===== src/rtl/swtlb_pkg.sv =====
package swtlb_pkg;
  typedef enum logic [1:0] {ACC_FETCH = 2'd0, ACC_LOAD = 2'd1, ACC_STORE = 2'd2} acc_e;
  typedef enum logic [1:0] {CMD_LD_DATA = 2'd0, CMD_LD_INSN = 2'd1,
                            CMD_INV_ONE = 2'd2, CMD_INV_ALL = 2'd3} cmd_e;
  typedef enum logic [1:0] {CS_NONE = 2'd0, CS_ITLB = 2'd1,
                            CS_DLOAD = 2'd2, CS_DSTORE = 2'd3} cause_e;
  localparam logic [1:0] SEL_MISS = 2'd0;
  localparam logic [1:0] SEL_PTEHI = 2'd1;
  localparam logic [1:0] SEL_PTELO = 2'd2;
  localparam int KEY_BIT = 19;
endpackage


===== src/rtl/swtlb_array.sv =====
module swtlb_array #(
  parameter int SETS  = 4,
  parameter int WAYS  = 4,
  parameter int TAG_W = 18,
  parameter int DAT_W = 32,
  localparam int SB = $clog2(SETS),
  localparam int WB = $clog2(WAYS)
) (
  input  logic             clk_i,
  input  logic             rst_ni,
  input  logic [SB-1:0]    lk_set_i,
  input  logic [TAG_W-1:0] lk_tag_i,
  input  logic [DAT_W-1:0] lk_cmp_i,
  output logic             hit_o,
  output logic [DAT_W-1:0] rpn_o,
  input  logic             wr_en_i,
  input  logic [SB-1:0]    wr_set_i,
  input  logic [WB-1:0]    wr_way_i,
  input  logic [TAG_W-1:0] wr_tag_i,
  input  logic [DAT_W-1:0] wr_cmp_i,
  input  logic [DAT_W-1:0] wr_rpn_i,
  input  logic             inv_one_i,
  input  logic [SB-1:0]    inv_set_i,
  input  logic [TAG_W-1:0] inv_tag_i,
  input  logic             inv_all_i
);
  logic [SETS-1:0][WAYS-1:0] vld_q;
  logic [TAG_W-1:0] tag_q [SETS][WAYS];
  logic [DAT_W-1:0] cmp_q [SETS][WAYS];
  logic [DAT_W-1:0] rpn_q [SETS][WAYS];

  // lowest matching way wins
  always_comb begin
    hit_o = 1'b0;
    rpn_o = '0;
    for (int w = WAYS - 1; w >= 0; w--) begin
      if (vld_q[lk_set_i][w] && tag_q[lk_set_i][w] == lk_tag_i &&
          cmp_q[lk_set_i][w] == lk_cmp_i) begin
        hit_o = 1'b1;
        rpn_o = rpn_q[lk_set_i][w];
      end
    end
  end

  always_ff @(posedge clk_i or negedge rst_ni) begin
    if (!rst_ni) begin
      vld_q <= '0;
    end else if (inv_all_i) begin
      vld_q <= '0;
    end else begin
      if (inv_one_i) begin
        for (int w = 0; w < WAYS; w++)
          if (tag_q[inv_set_i][w] == inv_tag_i) vld_q[inv_set_i][w] <= 1'b0;
      end
      if (wr_en_i) vld_q[wr_set_i][wr_way_i] <= 1'b1;
    end
  end

  always_ff @(posedge clk_i) begin
    if (wr_en_i) begin
      tag_q[wr_set_i][wr_way_i] <= wr_tag_i;
      cmp_q[wr_set_i][wr_way_i] <= wr_cmp_i;
      rpn_q[wr_set_i][wr_way_i] <= wr_rpn_i;
    end
  end

  p_flush_r10: assert property (@(posedge clk_i) disable iff (!rst_ni)
    inv_all_i |=> vld_q == '0);
  p_fill_r6: assert property (@(posedge clk_i) disable iff (!rst_ni)
    (wr_en_i && !inv_all_i) |=> vld_q[$past(wr_set_i)][$past(wr_way_i)]);
endmodule


===== src/rtl/swtlb_miss_regs.sv =====
module swtlb_miss_regs
  import swtlb_pkg::*;
#(
  parameter int ADDR_W = 32,
  parameter int WAYS   = 4,
  localparam int WB = $clog2(WAYS)
) (
  input  logic              clk_i,
  input  logic              rst_ni,
  input  logic              miss_i,
  input  logic [ADDR_W-1:0] miss_addr_i,
  input  logic [ADDR_W-2:0] miss_ptem_i,
  input  logic              miss_key_i,
  input  logic              fill_i,
  input  logic              reg_we_i,
  input  logic [1:0]        reg_sel_i,
  input  logic [ADDR_W-1:0] reg_wdata_i,
  output logic [ADDR_W-1:0] tlbmiss_o,
  output logic [ADDR_W-1:0] ptehi_o,
  output logic [ADDR_W-1:0] ptelo_o,
  output logic [ADDR_W-1:0] status_o,
  output logic [WB-1:0]     fill_way_o
);
  logic [WB-1:0]     last_q;
  logic [WB-1:0]     sugg;
  logic [ADDR_W-1:0] tlbmiss_q, ptehi_q, ptelo_q, status_q;

  assign sugg       = last_q + 1'b1;  // WAYS is a power of two
  assign fill_way_o = tlbmiss_q[WB-1:0];

  always_ff @(posedge clk_i or negedge rst_ni) begin
    if (!rst_ni) begin
      last_q    <= WB'(WAYS - 1);
      tlbmiss_q <= '0;
      ptehi_q   <= '0;
      ptelo_q   <= '0;
      status_q  <= '0;
    end else begin
      if (fill_i) last_q <= fill_way_o;
      if (miss_i) begin
        tlbmiss_q <= {miss_addr_i[ADDR_W-1:2], 2'(sugg)};
        ptehi_q   <= {1'b1, miss_ptem_i};
        status_q  <= ADDR_W'(miss_key_i) << KEY_BIT;
      end else if (reg_we_i) begin
        case (reg_sel_i)
          SEL_MISS:  tlbmiss_q <= reg_wdata_i;
          SEL_PTEHI: ptehi_q   <= reg_wdata_i;
          SEL_PTELO: ptelo_q   <= reg_wdata_i;
          default: ;
        endcase
      end
    end
  end

  assign tlbmiss_o = tlbmiss_q;
  assign ptehi_o   = ptehi_q;
  assign ptelo_o   = ptelo_q;
  assign status_o  = status_q;

  p_way_moves_r4: assert property (@(posedge clk_i) disable iff (!rst_ni)
    miss_i |=> tlbmiss_q[WB-1:0] != $past(last_q));
  p_cmp_flag_r4: assert property (@(posedge clk_i) disable iff (!rst_ni)
    miss_i |=> ptehi_q[ADDR_W-1]);
  p_rotate_r7: assert property (@(posedge clk_i) disable iff (!rst_ni)
    !fill_i |=> $stable(last_q));
endmodule


===== src/rtl/swtlb_top.sv =====
module swtlb_top
  import swtlb_pkg::*;
#(
  parameter int ADDR_W    = 32,
  parameter int PAGE_BITS = 12,
  parameter int SETS      = 4,
  parameter int WAYS      = 4,
  parameter bit SPLIT     = 1'b1
) (
  input  logic              clk_i,
  input  logic              rst_ni,
  input  logic              lk_valid_i,
  input  logic [1:0]        lk_kind_i,
  input  logic [ADDR_W-1:0] lk_addr_i,
  input  logic [ADDR_W-2:0] lk_ptem_i,
  input  logic              lk_key_i,
  output logic              lk_stall_o,
  output logic              res_valid_o,
  output logic              res_hit_o,
  output logic [ADDR_W-1:0] res_paddr_o,
  output logic              miss_o,
  output logic [1:0]        miss_cause_o,
  output logic [ADDR_W-1:0] miss_status_o,
  input  logic              cmd_valid_i,
  input  logic [1:0]        cmd_op_i,
  input  logic [ADDR_W-1:0] cmd_epn_i,
  input  logic              cmd_super_i,
  output logic              priv_fault_o,
  input  logic              reg_we_i,
  input  logic [1:0]        reg_sel_i,
  input  logic [ADDR_W-1:0] reg_wdata_i,
  output logic [ADDR_W-1:0] tlbmiss_o,
  output logic [ADDR_W-1:0] ptehi_o,
  output logic [ADDR_W-1:0] ptelo_o
);
  localparam int SB    = $clog2(SETS);
  localparam int WB    = $clog2(WAYS);
  localparam int TAG_W = ADDR_W - PAGE_BITS - SB;
  localparam int NARR  = SPLIT ? 2 : 1;

  logic [SB-1:0]     lk_set, cmd_set;
  logic [TAG_W-1:0]  lk_tag, cmd_tag;
  logic [ADDR_W-1:0] lk_cmp;
  logic              lk_arr, ld_arr, is_ld, ld_ok, inv_one, inv_all, go, hit;
  logic [1:0]        arr_hit;
  logic [ADDR_W-1:0] arr_rpn [2];
  logic [ADDR_W-1:0] rpn;
  logic [WB-1:0]     fill_way;
  cause_e            cause_d;
  logic              unused_bits;

  assign lk_set  = lk_addr_i[PAGE_BITS +: SB];
  assign lk_tag  = lk_addr_i[ADDR_W-1 -: TAG_W];
  assign lk_cmp  = {1'b1, lk_ptem_i};
  assign cmd_set = cmd_epn_i[PAGE_BITS +: SB];
  assign cmd_tag = cmd_epn_i[ADDR_W-1 -: TAG_W];

  assign lk_arr  = SPLIT && (lk_kind_i == ACC_FETCH);
  assign ld_arr  = SPLIT && (cmd_op_i == CMD_LD_INSN);
  assign is_ld   = cmd_valid_i && (cmd_op_i == CMD_LD_DATA || cmd_op_i == CMD_LD_INSN);
  assign ld_ok   = is_ld && cmd_super_i;
  assign inv_one = cmd_valid_i && (cmd_op_i == CMD_INV_ONE);
  assign inv_all = cmd_valid_i && (cmd_op_i == CMD_INV_ALL);

  // commands win; the lookup is refused and repeated by the requester
  assign go         = lk_valid_i && !cmd_valid_i;
  assign lk_stall_o = lk_valid_i && cmd_valid_i;

  logic [ADDR_W-1:0] ptehi_w, ptelo_w;

  for (genvar a = 0; a < NARR; a++) begin : g_arr
    swtlb_array #(.SETS(SETS), .WAYS(WAYS), .TAG_W(TAG_W), .DAT_W(ADDR_W)) u_arr (
      .clk_i     (clk_i),
      .rst_ni    (rst_ni),
      .lk_set_i  (lk_set),
      .lk_tag_i  (lk_tag),
      .lk_cmp_i  (lk_cmp),
      .hit_o     (arr_hit[a]),
      .rpn_o     (arr_rpn[a]),
      .wr_en_i   (ld_ok && (ld_arr == 1'(a))),
      .wr_set_i  (cmd_set),
      .wr_way_i  (fill_way),
      .wr_tag_i  (cmd_tag),
      .wr_cmp_i  (ptehi_w),
      .wr_rpn_i  (ptelo_w),
      .inv_one_i (inv_one),
      .inv_set_i (cmd_set),
      .inv_tag_i (cmd_tag),
      .inv_all_i (inv_all)
    );
  end
  if (NARR == 1) begin : g_shared
    assign arr_hit[1] = 1'b0;
    assign arr_rpn[1] = '0;
  end

  assign hit = arr_hit[lk_arr];
  assign rpn = arr_rpn[lk_arr];

  always_comb begin
    case (acc_e'(lk_kind_i))
      ACC_FETCH: cause_d = CS_ITLB;
      ACC_STORE: cause_d = CS_DSTORE;
      default:   cause_d = CS_DLOAD;
    endcase
  end

  swtlb_miss_regs #(.ADDR_W(ADDR_W), .WAYS(WAYS)) u_regs (
    .clk_i       (clk_i),
    .rst_ni      (rst_ni),
    .miss_i      (go && !hit),
    .miss_addr_i (lk_addr_i),
    .miss_ptem_i (lk_ptem_i),
    .miss_key_i  (lk_key_i),
    .fill_i      (ld_ok),
    .reg_we_i    (reg_we_i),
    .reg_sel_i   (reg_sel_i),
    .reg_wdata_i (reg_wdata_i),
    .tlbmiss_o   (tlbmiss_o),
    .ptehi_o     (ptehi_w),
    .ptelo_o     (ptelo_w),
    .status_o    (miss_status_o),
    .fill_way_o  (fill_way)
  );
  assign ptehi_o = ptehi_w;
  assign ptelo_o = ptelo_w;

  always_ff @(posedge clk_i or negedge rst_ni) begin
    if (!rst_ni) begin
      res_valid_o  <= 1'b0;
      res_hit_o    <= 1'b0;
      res_paddr_o  <= '0;
      miss_o       <= 1'b0;
      miss_cause_o <= CS_NONE;
      priv_fault_o <= 1'b0;
    end else begin
      res_valid_o  <= go;
      res_hit_o    <= go && hit;
      miss_o       <= go && !hit;
      priv_fault_o <= is_ld && !cmd_super_i;
      if (go && hit) res_paddr_o <= {rpn[ADDR_W-1:PAGE_BITS], lk_addr_i[PAGE_BITS-1:0]};
      if (go && !hit) miss_cause_o <= cause_d;
    end
  end

  assign unused_bits = ^{cmd_epn_i[PAGE_BITS-1:0], rpn[PAGE_BITS-1:0]};

  p_cmd_wins_r11: assert property (@(posedge clk_i) disable iff (!rst_ni)
    cmd_valid_i |=> !res_valid_o);
  p_hit_xor_miss_r2: assert property (@(posedge clk_i) disable iff (!rst_ni)
    !(res_hit_o && miss_o));
  p_cause_set_r3: assert property (@(posedge clk_i) disable iff (!rst_ni)
    miss_o |-> miss_cause_o != CS_NONE);
  p_user_load_r8: assert property (@(posedge clk_i) disable iff (!rst_ni)
    (is_ld && !cmd_super_i) |=> priv_fault_o);
endmodule


===== config.mk =====
export PLATFORM = sky130hd
export DESIGN_NAME = swtlb_top
export DESIGN_NICKNAME = d
export VERILOG_FILES = /design/src/rtl/swtlb_pkg.sv /design/src/rtl/swtlb_array.sv /design/src/rtl/swtlb_miss_regs.sv /design/src/rtl/swtlb_top.sv
export SDC_FILE = /design/constraint.sdc
export NUM_CORES = 2
export LEC_CHECK = 0
export BUFFER_PORTS_ARGS = -buffer_cell sky130_fd_sc_hd__buf_2
export CORE_AREA = 2 2 467 469
export DETAILED_ROUTE_END_ITERATION = 16
export DIE_AREA = 0 0 469 471
export PLACE_DENSITY = 0.71
export SLEW_MARGIN = 0
export SYNTH_ARGS = -nofsm -noshare
export SYNTH_HDL_FRONTEND = slang
export SYNTH_HIERARCHICAL = 1
export SYNTH_SLANG_ARGS = --single-unit

===== constraint.sdc =====
create_clock -name clk_i -period 7.8 [get_ports clk_i]
set_input_delay 0 -clock clk_i [delete_from_list [all_inputs] [get_ports clk_i]]
set_output_delay 0 -clock clk_i [all_outputs]
set_load 0.05 [all_outputs]

==> summary.md <==
| Metric | Value |
|---|---|
| Critical path data arrival time | `7610 ps` |
| Setup slack, reg-to-reg | `920 ps` |
| Die Footprint | `221000 sq um` |
| H-tree depth | `4` |
| # nets final | `6013` |
| Core region area | `216000 sq um` |
| Crit share post-route | `88.2%` |
| Combinational share of power | `9.5%` |
| First-pass GRT wire length | `452000 microns` |
| Vias | `58300` |
| MaxCap Viol Count | `0` |
| Cell area power density | `247 nW/um^2` |
| Clock Tree Root | `clkbuf_16` |
| Data required time of the worst path | `8540 ps` |
| Vias in the first global route | `56800` |
| Die Y | `471 microns` |
| RSZ-0062 raised after global routing | `no` |
| Seq pwr share | `52.9%` |
| Starting Density | `47.7%` |
| Worst-case headroom to the max-slew limit | `4.52%` |
| DRC | `0` |
| Hold Path Class | `primary input to flip-flop` |
| Total GRT Usage | `29.6%` |
| CTS tree | `done` |
| Placed cell area | `108000 sq um` |
| Hold Path Cell Cnt | `4` |
| Grt total ovfl | `0` |
| Crit path time final | `6880 ps` |
| Syn-to-layout area delta | `12.7%` |
| Vias per cell | `6.51` |
| Crit path capture type | `flip-flop` |
| Endpoints failing setup | `0` |
| Num CTS Buffers | `230` |
| R2r startpoint | `g_arr[1].u_arr/tag_q[1][64]` |
| Layout cell share with drive strength beyond 1 | `25.4%` |
| Fmax | `0.145 GHz` |
| Fin area | `116000 sq um` |
| Least-Margin Pin Slew | `1420 ps` |
| Largest net degree at the start of global routing | `113` |
| Initial antenna violation count | `40` |
| R2R cell count | `15` |
| FILL cells | `16600` |
| Setup_tns | `0 ps` |
| Syn_area_per_cell | `19.2 sq um` |
| Detail Placement HPWL | `205000 microns` |
| Hold Path Origin | `reg_wdata_i[14]` |
| Pins over their slew limit | `0` |
| Post-Route WL | `328000 microns` |
| Rows | `171` |
| Later-pin clock latency in the skew report | `890 ps` |
| Status | `complete, no violations` |
| Clk slew on worst S/H paths | `70 ps` |
| Worst R2R End | `u_regs/ptelo_o[5]` |
| Clock share of power | `37.6%` |
| Postcts setup bufs | `0` |
| WL/cell | `36.7 microns` |
| Switching Share | `25.2%` |
| Max FO, Critical Path | `27` |
| I/O Buffers | `263` |
| Hold Fails Final Rpt | `0` |
| LEAKAGE | `0.0386 uW` |
| Synth Instances | `5384` |
| Die span in x | `469 microns` |
| Clock sink count | `2409` |
| Pre-antenna DRT Iters | `8` |
| Peak supply drop | `0.000248 V` |
| Clk_skew | `58.1 ps` |
| Routability congestion estimate | `0.981` |
| Cell-internal power | `21500 uW` |
| Synth Warn # | `6` |
| Switching power | `7240 uW` |
| Synthesized area | `103000 sq um` |
| CP Class | `flip-flop to flip-flop` |
| First DRT Iteration DRCs | `9197` |
| Post-route ant nets | `0` |
| Worst Hold Endpoint | `u_regs/tlbmiss_o[14]` |
| Clk buf depth | `3` |
| Startpoint types | `flip-flop` |
| Io pins | `307` |
==> per-stage QoR <==
| stage | power [uW] | cells | hold slack, ps | util [%] | worst slack (ps) |
|---|---|---|---|---|---|
| detailed placement | 18000 | 8350 | 184 | 49.8 | 1250 |
| global placement | 18000 | 8350 | 162 | 49.8 | 1240 |
| global route | 29400 | 8940 | 39.4 | 53.8 | 881 |
| CTS | 28700 | 8930 | 3.05 | 53.8 | 1120 |
| finish | 28700 | 8946 | 57.6 | 53.8 | 923 |
| floorplan | 16800 | 5415 | -296 | - | 1440 |
==> flip-flops by register name (all words and copies together), names as in the netlist, 32 cells and up <==
name               cells
u_regs/ptehi_o        32
u_regs/ptelo_o        32
g_arr.u_arr/cmp_q   1024
res_paddr_o           32
g_arr.u_arr/rpn_q    640
u_regs/tlbmiss_o      32
g_arr.u_arr/tag_q    576
g_arr.u_arr/vld_q     32
==> cell usage in the layout (no fill, tap or decap), types with 102 or more instances in the layout <==
master	n
edfxtp_1	2240
dfrtp_1	160
xor2_1	220
dlygate4sd3_1	144
nand2_1	141
xnor2_1	251
mux2i_1	275
a21oi_1	144
buf_4	171
mux2_2	148
clkbuf_16	232
mux4_1	102
buf_2	258
mux4_2	486
==> power groups by stage <==
stage	clock network [uW]	registers, uW	logic (uW)
after floorplan	0	15600	1160
after global routing	11400	15200	2790
after detailed placement	0	15500	2580
after CTS	10900	15200	2670
after global placement	0	15400	2550
final	10800	15200	2720
==> final cells by class <==
class,instances,area (sq um),share of cell area (%)
Clock inverter,131,942,0.810
Inverter,102,425,0.366
Tap cell,2854,3570,3.07
Timing Repair Buffer,591,4360,3.75
Clock buffer,304,6280,5.40
Sequential cell,2409,71500,61.5
Antenna cell,16,40.0,0.0344
Multi-Input combinational cell,2539,29100,25.1
==> repair_timing <==
item / 4_1_cts / 5_1_grt
hold buffers: 145 / 0
endpoints found under the hold margin: 875 / 0
resized for setup: 0 / 0
==> how the worst max path moves through the flow <==
stage	from	endpoint	slack [ps]
CTS	g_arr[1].u_arr/tag_q[1][64]	u_regs/ptelo_o[31]	1120
global route	g_arr[1].u_arr/tag_q[1][64]	u_regs/ptelo_o[31]	880
detailed placement	lk_addr_i[12]	u_regs/ptehi_o[5]	1250
global placement	lk_addr_i[12]	u_regs/ptehi_o[5]	1240
finish	g_arr[1].u_arr/tag_q[1][64]	u_regs/ptelo_o[5]	920
floorplan	cmd_op_i[1]	g_arr[0].u_arr/cmp_q[0][100]	1440
==> critical path: stages, from the launching register on <==
cell and delay, ps:
edfxtp_1 390, mux4_1 530, xor2_1 170, nor4_1 850, nand4_1 600, or4_1 630
nor4_4 770, or2_2 250, or3_1 130, or3b_4 400, nand3_1 230, inv_4 150
nor4bb_4 390, buf_12 300, mux2_4 330, dlygate4sd3_1 550
==> routing by layer <==
| metal | up-vias | GRT usage [%] | routed length (microns) |
|---|---|---|---|
| li1 | 22800 | - | - |
| met1 | 30500 | 37.9 | 114000 |
| met2 | 4151 | 44.4 | 149000 |
| met3 | 831 | 8.80 | 41800 |
| met4 | 12 | 18.0 | 23600 |
| met5 | - | 0 | 80 |
No activity file was read; power rests on OpenSTA's default activity.
